## src/rtl/xing_pkg.sv

```systemverilog
package xing_pkg;
    localparam int unsigned NUM_LANES = 3;
    localparam int unsigned LANE_N    = 0;
    localparam int unsigned LANE_S    = 1;
    localparam int unsigned LANE_E    = 2;

    typedef struct packed {
        logic req;
        logic grn;
    } lane_state_t;

    typedef struct packed {
        logic pair_lock;
        logic east_turn;
    } arb_state_t;
endpackage

```

## src/rtl/xing_lane.sv

```systemverilog
module xing_lane
    import xing_pkg::*;
(
    input  logic clk,
    input  logic rst,
    input  logic sens,
    input  logic go,
    output logic req,
    output logic grn
);
    lane_state_t st_d, st_q;

    always_comb begin
        st_d = st_q;
        if (st_q.grn && !sens) begin
            st_d.grn = 1'b0;
            st_d.req = 1'b0;
        end
        if (go) begin
            st_d.grn = 1'b1;
        end
        if (sens) begin
            st_d.req = 1'b1;
        end
    end

    always_ff @(posedge clk) begin
        if (rst) begin
            st_q <= '0;
        end else begin
            st_q <= st_d;
        end
    end

    assign req = st_q.req;
    assign grn = st_q.grn;

    assert_latch_R2: assert property (@(posedge clk) disable iff (rst)
        sens |=> req);

    assert_hold_R7: assert property (@(posedge clk) disable iff (rst)
        (grn && sens) |=> grn);

    assert_drop_R8: assert property (@(posedge clk) disable iff (rst)
        (grn && !sens) |=> (!grn && !req));
endmodule

```

## src/rtl/xing_grant.sv

```systemverilog
module xing_grant
    import xing_pkg::*;
(
    input  logic                 clk,
    input  logic                 rst,
    input  logic [NUM_LANES-1:0] req,
    input  logic [NUM_LANES-1:0] grn,
    output logic [NUM_LANES-1:0] go
);
    arb_state_t st_d, st_q;

    logic ns_want;
    logic ns_busy;
    logic east_claim;
    logic east_go;
    logic ns_open;

    always_comb begin
        st_d       = st_q;
        ns_want    = req[LANE_N] | req[LANE_S];
        ns_busy    = grn[LANE_N] | grn[LANE_S];
        east_claim = req[LANE_E] & st_q.east_turn;

        east_go = req[LANE_E] & ~st_q.pair_lock & ~grn[LANE_E] & ~ns_busy
                & (st_q.east_turn | ~ns_want);
        ns_open = ~grn[LANE_E] & ~east_go & ~east_claim;

        go           = '0;
        go[LANE_E]   = east_go;
        go[LANE_N]   = req[LANE_N] & ~grn[LANE_N] & ns_open;
        go[LANE_S]   = req[LANE_S] & ~grn[LANE_S] & ns_open;

        if (!ns_busy && (!ns_want || east_claim)) begin
            st_d.pair_lock = 1'b0;
        end
        if (go[LANE_N] || go[LANE_S]) begin
            st_d.pair_lock = 1'b1;
            st_d.east_turn = 1'b1;
        end
        if (east_go) begin
            st_d.east_turn = 1'b0;
        end
    end

    always_ff @(posedge clk) begin
        if (rst) begin
            st_q <= '0;
        end else begin
            st_q <= st_d;
        end
    end

    assert_one_side_R6: assert property (@(posedge clk) disable iff (rst)
        !(go[LANE_E] && (go[LANE_N] || go[LANE_S])));

    assert_lock_covers_pair_R9: assert property (@(posedge clk) disable iff (rst)
        (grn[LANE_N] || grn[LANE_S]) |-> st_q.pair_lock);

    assert_east_hands_back_R10: assert property (@(posedge clk) disable iff (rst)
        go[LANE_E] |=> !st_q.east_turn);
endmodule

```

## src/rtl/xing_arbiter.sv

```systemverilog
module xing_arbiter
    import xing_pkg::*;
(
    input  logic clk,
    input  logic rst,
    input  logic sens_n,
    input  logic sens_s,
    input  logic sens_e,
    output logic grn_n,
    output logic grn_s,
    output logic grn_e
);
    logic [NUM_LANES-1:0] sens_v;
    logic [NUM_LANES-1:0] req_v;
    logic [NUM_LANES-1:0] grn_v;
    logic [NUM_LANES-1:0] go_v;

    always_comb begin
        sens_v         = '0;
        sens_v[LANE_N] = sens_n;
        sens_v[LANE_S] = sens_s;
        sens_v[LANE_E] = sens_e;
    end

    for (genvar i = 0; i < NUM_LANES; i++) begin : g_lane
        xing_lane u_lane (
            .clk  (clk),
            .rst  (rst),
            .sens (sens_v[i]),
            .go   (go_v[i]),
            .req  (req_v[i]),
            .grn  (grn_v[i])
        );
    end

    xing_grant u_grant (
        .clk (clk),
        .rst (rst),
        .req (req_v),
        .grn (grn_v),
        .go  (go_v)
    );

    assign grn_n = grn_v[LANE_N];
    assign grn_s = grn_v[LANE_S];
    assign grn_e = grn_v[LANE_E];

    assert_safe_R6: assert property (@(posedge clk) disable iff (rst)
        !(grn_e && (grn_n || grn_s)));

    assert_east_gap_R9: assert property (@(posedge clk) disable iff (rst)
        $rose(grn_e) |-> (!$past(grn_n) && !$past(grn_s)));

    assert_reset_dark_R1: assert property (@(posedge clk)
        rst |=> (!grn_n && !grn_s && !grn_e));
endmodule

```

## config.mk

```make
export PLATFORM = sky130hd
export DESIGN_NAME = xing_arbiter
export DESIGN_NICKNAME = d
export VERILOG_FILES = /design/src/rtl/xing_pkg.sv /design/src/rtl/xing_lane.sv /design/src/rtl/xing_grant.sv /design/src/rtl/xing_arbiter.sv
export SDC_FILE = /design/constraint.sdc
export NUM_CORES = 1
export LEC_CHECK = 0
export BUFFER_PORTS_ARGS = -buffer_cell sky130_fd_sc_hd__buf_2
export CORE_AREA = 4 4 41 43
export CTS_CLUSTER_DIAMETER = 120
export DETAILED_ROUTE_END_ITERATION = 7
export DIE_AREA = 0 0 45 47
export PLACE_DENSITY_LB_ADDON = 0.2
export SYNTH_ARGS = -nofsm -noshare
export SYNTH_HDL_FRONTEND = slang
export SYNTH_SLANG_ARGS = --single-unit
```

## constraint.sdc

```tcl
create_clock -name clk -period 1.43 [get_ports clk]
set_input_delay 0.0715 -clock clk [delete_from_list [all_inputs] [get_ports clk]]
set_output_delay 0.0715 -clock clk [all_outputs]
set_load 0.01 [all_outputs]
```

# Word-level counts from Yosys, hierarchy flattened
# Index checks and enable logic that the tools add are counted.
[word_totals]
elab_cells = 60
ff_bits = 8
out_inout_bits = 3
ramBits = 0
latch_bits = 0
n_memories = 0
mem_bits_ro = 0
[classes]
mux = 11
n_reduce_logical = 19
mul = 0
n_eq_ne = 0
div_mod_pow = 0
bitwise = 22
addsub = 0
order_cmp = 0
shift = 0
[op_table]
columns = ["op", "n"]
rows = [
  ["2-bit nonzero test", 7],
  ["1-bit AND", 11],
  ["2-bit two-way mux", 4],
  ["1-bit NOT", 8],
  ["1-bit two-way mux", 7],
  ["1-bit logical NOT", 5],
  ["1-bit logical AND", 4],
  ["1-bit OR", 3],
  ["1-bit logical OR", 2],
  ["2-bit OR reduction", 1],
]

# Longest topological paths before layout
# Gate-level depths: netlist of the first run.
[logic_depth]
ltp_word = 11
depth_mapped = 4

# Modules after synthesis
# A second synthesis of the first run with hierarchy kept.
[unflattened]
cells_unflattened = 43
area_unflattened_um2 = 387.9
[modules_own_cells]
columns = ["mod", "seq_area_each_um2", "area_each_um2", "n_inst", "cells_each"]
rows = [
  ["xing_lane", 40.0, 67.6, 3, 7],
  ["xing_grant", 40.0, 185.2, 1, 22],
]

# Worst setup path after synthesis of the first run
# No wires, ideal clock.
[synth_path]
path_kind = "register to register"
startpoint = "reg g_lane[1].u_lane.st_q (netlist bit g_lane[1].u_lane.grn)"
endpoint = "reg u_grant.st_q[0] in the netlist's numbering"
t_arrival_ns = 1.161
synth_period_minus_slack_ns = 1.284
required_time_ns = 1.306
setup_time_ns = 0.124
path_buffers = 0
setup_slack_ns = 0.146
stages_incl_launch_ff = 4
cell_sequence = "dfxtp_1 or4b_1 nand3b_4 a21boi_1"
[synth_via]
elab_chain_len = 9
word_cells_on_any_way = 13
cone_classes = "11 x bitwise; 2 x reduce/logical"
[synth_lines]
columns = ["element", "line_no", "source"]
rows = [
  ["from (decl)", "xing_lane.sv:11", "lane_state_t st_d, st_q;"],
  ["from (signal assigned)", "xing_lane.sv:31", "st_q <= st_d;"],
  ["1-bit OR", "xing_grant.sv:21", "ns_busy = grn[LANE_N] | grn[LANE_S];"],
  ["1-bit NOT", "xing_grant.sv:24", "east_go = req[LANE_E] & ~st_q.pair_lock & ~grn[LANE_E] & ~ns_busy"],
  ["1-bit AND", "xing_grant.sv:24", ""],
  ["1-bit AND", "xing_grant.sv:25", "& (st_q.east_turn | ~ns_want);"],
  ["1-bit NOT", "xing_grant.sv:26", "ns_open = ~grn[LANE_E] & ~east_go & ~east_claim;"],
  ["1-bit AND (2 in a row)", "xing_grant.sv:26", ""],
  ["1-bit AND (on tied branches)", "xing_grant.sv:30, xing_grant.sv:31", ""],
  ["1-bit logical OR", "xing_grant.sv:36", "if (go[LANE_N] || go[LANE_S]) begin"],
  ["to (signal assigned)", "xing_grant.sv:49", "st_q <= st_d;"],
  ["to (decl)", "xing_grant.sv:10", "arb_state_t st_d, st_q;"],
]
# Parallel ways exist; a longest one is shown, timed or not.
# A chain may end at the register's enable or synchronous reset.

# Final worst setup path of the first run
# Same ends and word-level chain as after synthesis.

==> impl_metrics.env, run 1 <==
export IMPL_clock_latency_ns=0.26
export IMPL_post_route_util_pct=33.7
export IMPL_row_count=13
export IMPL_drt_iter0_markers=5
export IMPL_end_kind="flop"
export IMPL_final_antenna_net_count=0
export IMPL_rsz0062_at_grt="no"
export IMPL_cts_buffers=3
export IMPL_first_pass_iters=2
export IMPL_grt_ovfl_total=0
export IMPL_skew_ns=0.00713
export IMPL_area_growth_pct=27.7
export IMPL_dp_slack_ns=0.128
export IMPL_ys_ff_latch=8
export IMPL_ioPinCount=8
export IMPL_ctsResizeCount=0
export IMPL_maxCapViolCount=0
export IMPL_worstHoldStart="sens_s"
export IMPL_min_to="g_lane[1].u_lane.req$_SDFFE_PP0P_"
export IMPL_clkTransAtPathRegs_ns=0.06
export IMPL_dpl_hpwl_um=534
export IMPL_hp_class="input pin to flop"
export IMPL_cts_htree_levels=1
export IMPL_tightestPinTransition_ns=0.305
export IMPL_via_per_inst=4.75
export IMPL_grt_pass1_vias=301
export IMPL_peakVddDrop_mv=0.471
export IMPL_crit_type="flop to flop"
export IMPL_r2r_cells=3
export IMPL_cts_path_max_buffers=2
export IMPL_p_per_area_mw_per_mm2=1250
export IMPL_status="finished clean"
export IMPL_drc_errors=0
export IMPL_synth_nets=43
export IMPL_drive_above_1_share_pct=30.0
export IMPL_cts_sinks=8
export IMPL_grt_first_pass_wirelength_um=1340
export IMPL_yosysWarningCount=0
export IMPL_fillerInstances=152
export IMPL_synthDistinctLibCells=19
export IMPL_rrSetupSlack_ns=0.13
export IMPL_fmax_mhz=769
export IMPL_insertedDiodeCount=0
export IMPL_min_period_ns=1.30
export IMPL_grt_max_degree=10
export IMPL_hold_viol=0
export IMPL_ys_seq_area_share_pct=46.7
export IMPL_hold_path_cell_count=3
export IMPL_p_leak_nw=0.200
export IMPL_nets=57
export IMPL_setup_viol=0
export IMPL_cp_arrival_ns=1.44
export IMPL_wl_per_cell_um=11.2
export IMPL_port_buffers=7
export IMPL_cts_tree="yes"
export IMPL_r2r_start="g_lane[1].u_lane.grn$_SDFFE_PP0P_"
export IMPL_via_count=309
export IMPL_fp_dieH_um=47
export IMPL_fp_dieW_um=45
export IMPL_syn_area_per_cell_um2=9.02
export IMPL_fin_crit_sh_pct=90.9
export IMPL_timing_final_ws_setup_ns=0.130
export IMPL_r2r_end="u_grant.st_q[0]$_SDFFE_PP0P_"
export IMPL_synth_cells=38
export IMPL_slew_viol_final=0
export IMPL_cts_root_buf="clkbuf_4"
export IMPL_hold_buffers=0
export IMPL_worst_ep_required_time_ns=1.57
export IMPL_synth_area_um2=343
export IMPL_grt_use_total_pct=9.29
export IMPL_cts_setup_buffers=0
export IMPL_slew_headroom_pct=79.4
export IMPL_critPathMaxFanout=5
export IMPL_core_area_mm2=0.00130
export IMPL_routed_wl_um=726
export IMPL_setup_tns_ns=0
export IMPL_start_util_pct=26.3
export IMPL_startpoint_type="flop"
export IMPL_antenna_found_initial=0
export IMPL_die_area_mm2=0.00212
export IMPL_place_gp_congestion=0.741
routing by layer:
metal / routed length [um] / global-route usage, % / vias to the layer above
met3: 52 / 6.90 / 0
li1: - / - / 157
met5: 0 / 0 / -
met1: 349 / 11.5 / 144
met4: 0 / 1.75 / 0
met2: 324 / 13.0 / 8
worst max-delay path, cell delays in order, from the launching register on:
cell and delay (ns):
dfxtp_1 0.34, or4b_1 0.54, nand3b_4 0.17, a21boi_1 0.13
layout make-up:
type	instances	area, um2	share of cell area (%)
timing repair buffer	10	57.6	13.1
multi-input combinational	27	171	39.1
clock buffer	3	22.5	5.14
sequential	8	160	36.6
tap	15	18.8	4.29
inverter	2	7.51	1.71
stage by stage:
stage	cells	area [um2]	power (mW)	hold WS, ns
after CTS	65	438	0.559	0.0393
after floorplan	38	343	0.339	0.189
after global routing	65	438	0.596	0.0513
after global placement	62	415	0.381	0.303
after detailed placement	62	415	0.376	0.308
final	65	438	0.549	0.0470
power by group:
part / total, mW / internal, mW / switching, mW / leakage, nW
logic: 0.108 / 0.0540 / 0.0537 / 0.119
clock network: 0.177 / 0.0963 / 0.0808 / 0.0138
registers: 0.264 / 0.247 / 0.0164 / 0.0665
cell families (layout without fill, tap and decap cells):
kind of cell | count (synthesis) | count (layout) | share of synthesized area, %
compound gates | 11 | 11 | 22.3
buf+inv | 3 | 15 | 3.28
flops | 8 | 8 | 46.7
simple gates | 16 | 16 | 27.7
cells in the final DEF (no fill, tap or decap):
master / synthesis / layout
nor2b_1: 2 / 2
nor3_1: 1 / 1
or4b_1: 1 / 1
and2_1: 1 / 1
and2b_1: 1 / 1
o21ai_0: 2 / 2
buf_2: 0 / 7
a21oi_2: 1 / 1
clkbuf_4: 0 / 3
dfxtp_1: 8 / 8
a2bb2oi_1: 1 / 1
buf_4: 0 / 3
inv_1: 2 / 2
nand3b_4: 1 / 1
o32ai_1: 1 / 1
nand2_1: 1 / 1
nor2_1: 8 / 8
a22oi_1: 2 / 2
o21bai_1: 1 / 1
a21oi_1: 2 / 2
a21boi_1: 1 / 1
state kept, by name, summed over array words and instances (netlist names):
name               count
u_grant.st_q           2
g_lane.u_lane.req      3
g_lane.u_lane.grn      3
worst max path at each step:
stage / startpoint / to / cells after the start
final: g_lane[1].u_lane.grn$_SDFFE_PP0P_ / u_grant.st_q[0]$_SDFFE_PP0P_ / 3
after detailed placement: g_lane[1].u_lane.grn$_SDFFE_PP0P_ / u_grant.st_q[0]$_SDFFE_PP0P_ / 3
after floorplan: g_lane[1].u_lane.grn$_SDFFE_PP0P_ / u_grant.st_q[0]$_SDFFE_PP0P_ / 3
after global placement: g_lane[1].u_lane.grn$_SDFFE_PP0P_ / u_grant.st_q[0]$_SDFFE_PP0P_ / 3
after CTS: g_lane[1].u_lane.grn$_SDFFE_PP0P_ / u_grant.st_q[0]$_SDFFE_PP0P_ / 3
after global routing: g_lane[1].u_lane.grn$_SDFFE_PP0P_ / u_grant.st_q[0]$_SDFFE_PP0P_ / 3
cells in the mapped netlist:
cell type,instances,area share [%]
or4b_1,1,2.9
dfxtp_1,8,47
a21oi_2,1,2.6
a21oi_1,2,2.9
nand3b_4,1,5.8
o21bai_1,1,2.2
and2b_1,1,2.2
a2bb2oi_1,1,2.6
nand2_1,1,1.1
nor2_1,8,8.8
clkbuf_1,1,1.1
a22oi_1,2,4.4
o21ai_0,2,2.9
and2_1,1,1.8
inv_1,2,2.2
o32ai_1,1,2.6
nor2b_1,2,3.6
nor3_1,1,1.5
a21boi_1,1,2.2
Note: power is estimated with default switching activity, not from simulation.
==> run 2, diff against run 1 <==
--- a/config.mk
+++ b/config.mk
@@ -11,6 +11,7 @@
 export DETAILED_ROUTE_END_ITERATION = 7
 export DIE_AREA = 0 0 45 47
 export PLACE_DENSITY_LB_ADDON = 0.2
+export REMOVE_ABC_BUFFERS = 1
 export SYNTH_ARGS = -nofsm -noshare
 export SYNTH_HDL_FRONTEND = slang
 export SYNTH_SLANG_ARGS = --single-unit
==> run 2 against run 1 <==
Effect of this change: combinational power is essentially flat; total power down 0.62%; count of clock-buffer cells in the layout stayed put; critical endpoint unchanged.
==> impl_metrics.env, run 2 (synthesis gave the netlist of run 1 again) <==
export IMPL_final_antenna_net_count=0
export IMPL_tightestPinTransition_ns=0.297
export IMPL_slew_headroom_pct=80.0
export IMPL_worst_ep_required_time_ns=1.56
export IMPL_setup_viol=0
export IMPL_mostFrequentLayoutCells="nor2_1 (8), dfxtp_1 (8), buf_2 (7)"
export IMPL_maxCapViolCount=0
export IMPL_fin_crit_sh_pct=91.5
export IMPL_area_growth_pct=27.7
export IMPL_core_area_mm2=0.00130
export IMPL_wl_per_cell_um=11.5
export IMPL_drc_errors=0
export IMPL_end_kind="flop"
export IMPL_grt_ovfl_total=0
export IMPL_routed_wl_um=746
export IMPL_clock_latency_ns=0.25
export IMPL_drive_above_1_share_pct=30.0
export IMPL_r2r_cells=3
export IMPL_fmax_mhz=764
export IMPL_grt_use_met3_pct=4.60
export IMPL_row_count=13
export IMPL_port_buffers=7
export IMPL_cts_htree_levels=1
export IMPL_startpoint_type="flop"
export IMPL_hp_class="input pin to flop"
export IMPL_nets=57
export IMPL_grt_use_total_pct=8.95
export IMPL_grt_pass1_vias=275
export IMPL_ioPinCount=8
export IMPL_hold_viol=0
export IMPL_fp_dieH_um=47
export IMPL_cp_arrival_ns=1.44
export IMPL_cts_tree="yes"
export IMPL_status="finished clean"
export IMPL_via_count=296
export IMPL_die_area_mm2=0.00212
export IMPL_dp_cells=62
export IMPL_setup_tns_ns=0
export IMPL_p_per_area_mw_per_mm2=1240
export IMPL_place_gp_congestion=0.721
export IMPL_skew_ns=0.00334
export IMPL_crit_slowest_cell="or4b_1"
export IMPL_fp_dieW_um=45
export IMPL_cts_setup_buffers=0
export IMPL_antenna_found_initial=0
export IMPL_cts_sinks=8
export IMPL_instances_no_fill=65
export IMPL_cp_cell_sequence="or4b_1 > nand3b_4 > a21boi_1"
export IMPL_max_stage_delay_ns=0.54
export IMPL_ctsResizeCount=0
export IMPL_use_met1_pct=11.2
export IMPL_drt_iter0_markers=9
export IMPL_cts_buffers=3
export IMPL_hold_buffers=0
export IMPL_grt_max_degree=10
export IMPL_start_util_pct=26.3
export IMPL_via_per_inst=4.55
export IMPL_slew_viol_final=0
export IMPL_cts_root_buf="clkbuf_4"
export IMPL_min_period_ns=1.31
export IMPL_grt_first_pass_wirelength_um=1270
export IMPL_grt_use_met2_pct=12.1
export IMPL_critPathMaxFanout=5
export IMPL_p_leak_nw=0.200
export IMPL_rsz0062_at_grt="no"
export IMPL_crit_family="simple AND/OR/NAND/NOR gates"
export IMPL_crit_type="flop to flop"
export IMPL_cp_depth=3
export IMPL_peakVddDrop_mv=0.491
export IMPL_cts_path_max_buffers=2
export IMPL_path_buf_inv=0
export IMPL_clkTransAtPathRegs_ns=0.06
export IMPL_grt_most_used_layer="met2"
export IMPL_first_pass_iters=4
export IMPL_hold_path_cell_count=3
export IMPL_insertedDiodeCount=0
run 2: cell counts in the layout (fill, tap and decap cells not counted):
No cell type changed its count.
run 2: final timing paths:
path,start,endpoint,slack (ns)
setup / recovery,g_lane[1].u_lane.grn$_SDFFE_PP0P_,u_grant.st_q[0]$_SDFFE_PP0P_,0.12
hold / removal,sens_e,g_lane[2].u_lane.req$_SDFFE_PP0P_,0.05
setup reg to reg,g_lane[1].u_lane.grn$_SDFFE_PP0P_,u_grant.st_q[0]$_SDFFE_PP0P_,0.12
hold reg to reg,u_grant.st_q[1]$_SDFFE_PP0P_,u_grant.st_q[0]$_SDFFE_PP0P_,0.57
run 2: through the flow:
step | setup WS (ns) | instance area [um2] | utilization (%) | power, mW | hold slack, ns
2_1_floorplan | 0.146 | 339 | - | 0.335 | 0.134
3_3_place_gp | 0.150 | 415 | 31.9 | 0.381 | 0.302
3_5_place_dp | 0.128 | 415 | 31.9 | 0.378 | 0.311
4_1_cts | 0.120 | 438 | 33.7 | 0.562 | 0.0389
5_1_grt | 0.0596 | 438 | 33.7 | 0.591 | 0.0559
6_report | 0.121 | 438 | 33.7 | 0.545 | 0.0482
run 2: worst min-delay path: stages:
cell	delay (ns)
buf_2	0.08
a21oi_1	0.03
nor2_1	0.07
run 2: power by group:
part           internal [mW]  switching (mW)  total [mW]
logic                 0.0540          0.0534       0.107
registers              0.247          0.0186       0.266
clock network         0.0960          0.0758       0.172
total                  0.397           0.148       0.545
run 2: layout make-up:
| type | instances | area [um2] |
|---|---|---|
| Sequential cell | 8 | 160 |
| Timing Repair Buffer | 10 | 57.6 |
| Inverter | 2 | 7.51 |
| Multi-Input combinational cell | 27 | 171 |
| Clock buffer | 3 | 22.5 |
| Fill cell | 149 | 863 |
| Tap cell | 15 | 18.8 |
run 2: metal layers:
layer | up-vias | routed length, um
li1 | 158 | -
met1 | 130 | 378
met2 | 6 | 318
met3 | 2 | 42
met4 | 0 | 7
met5 | - | 0
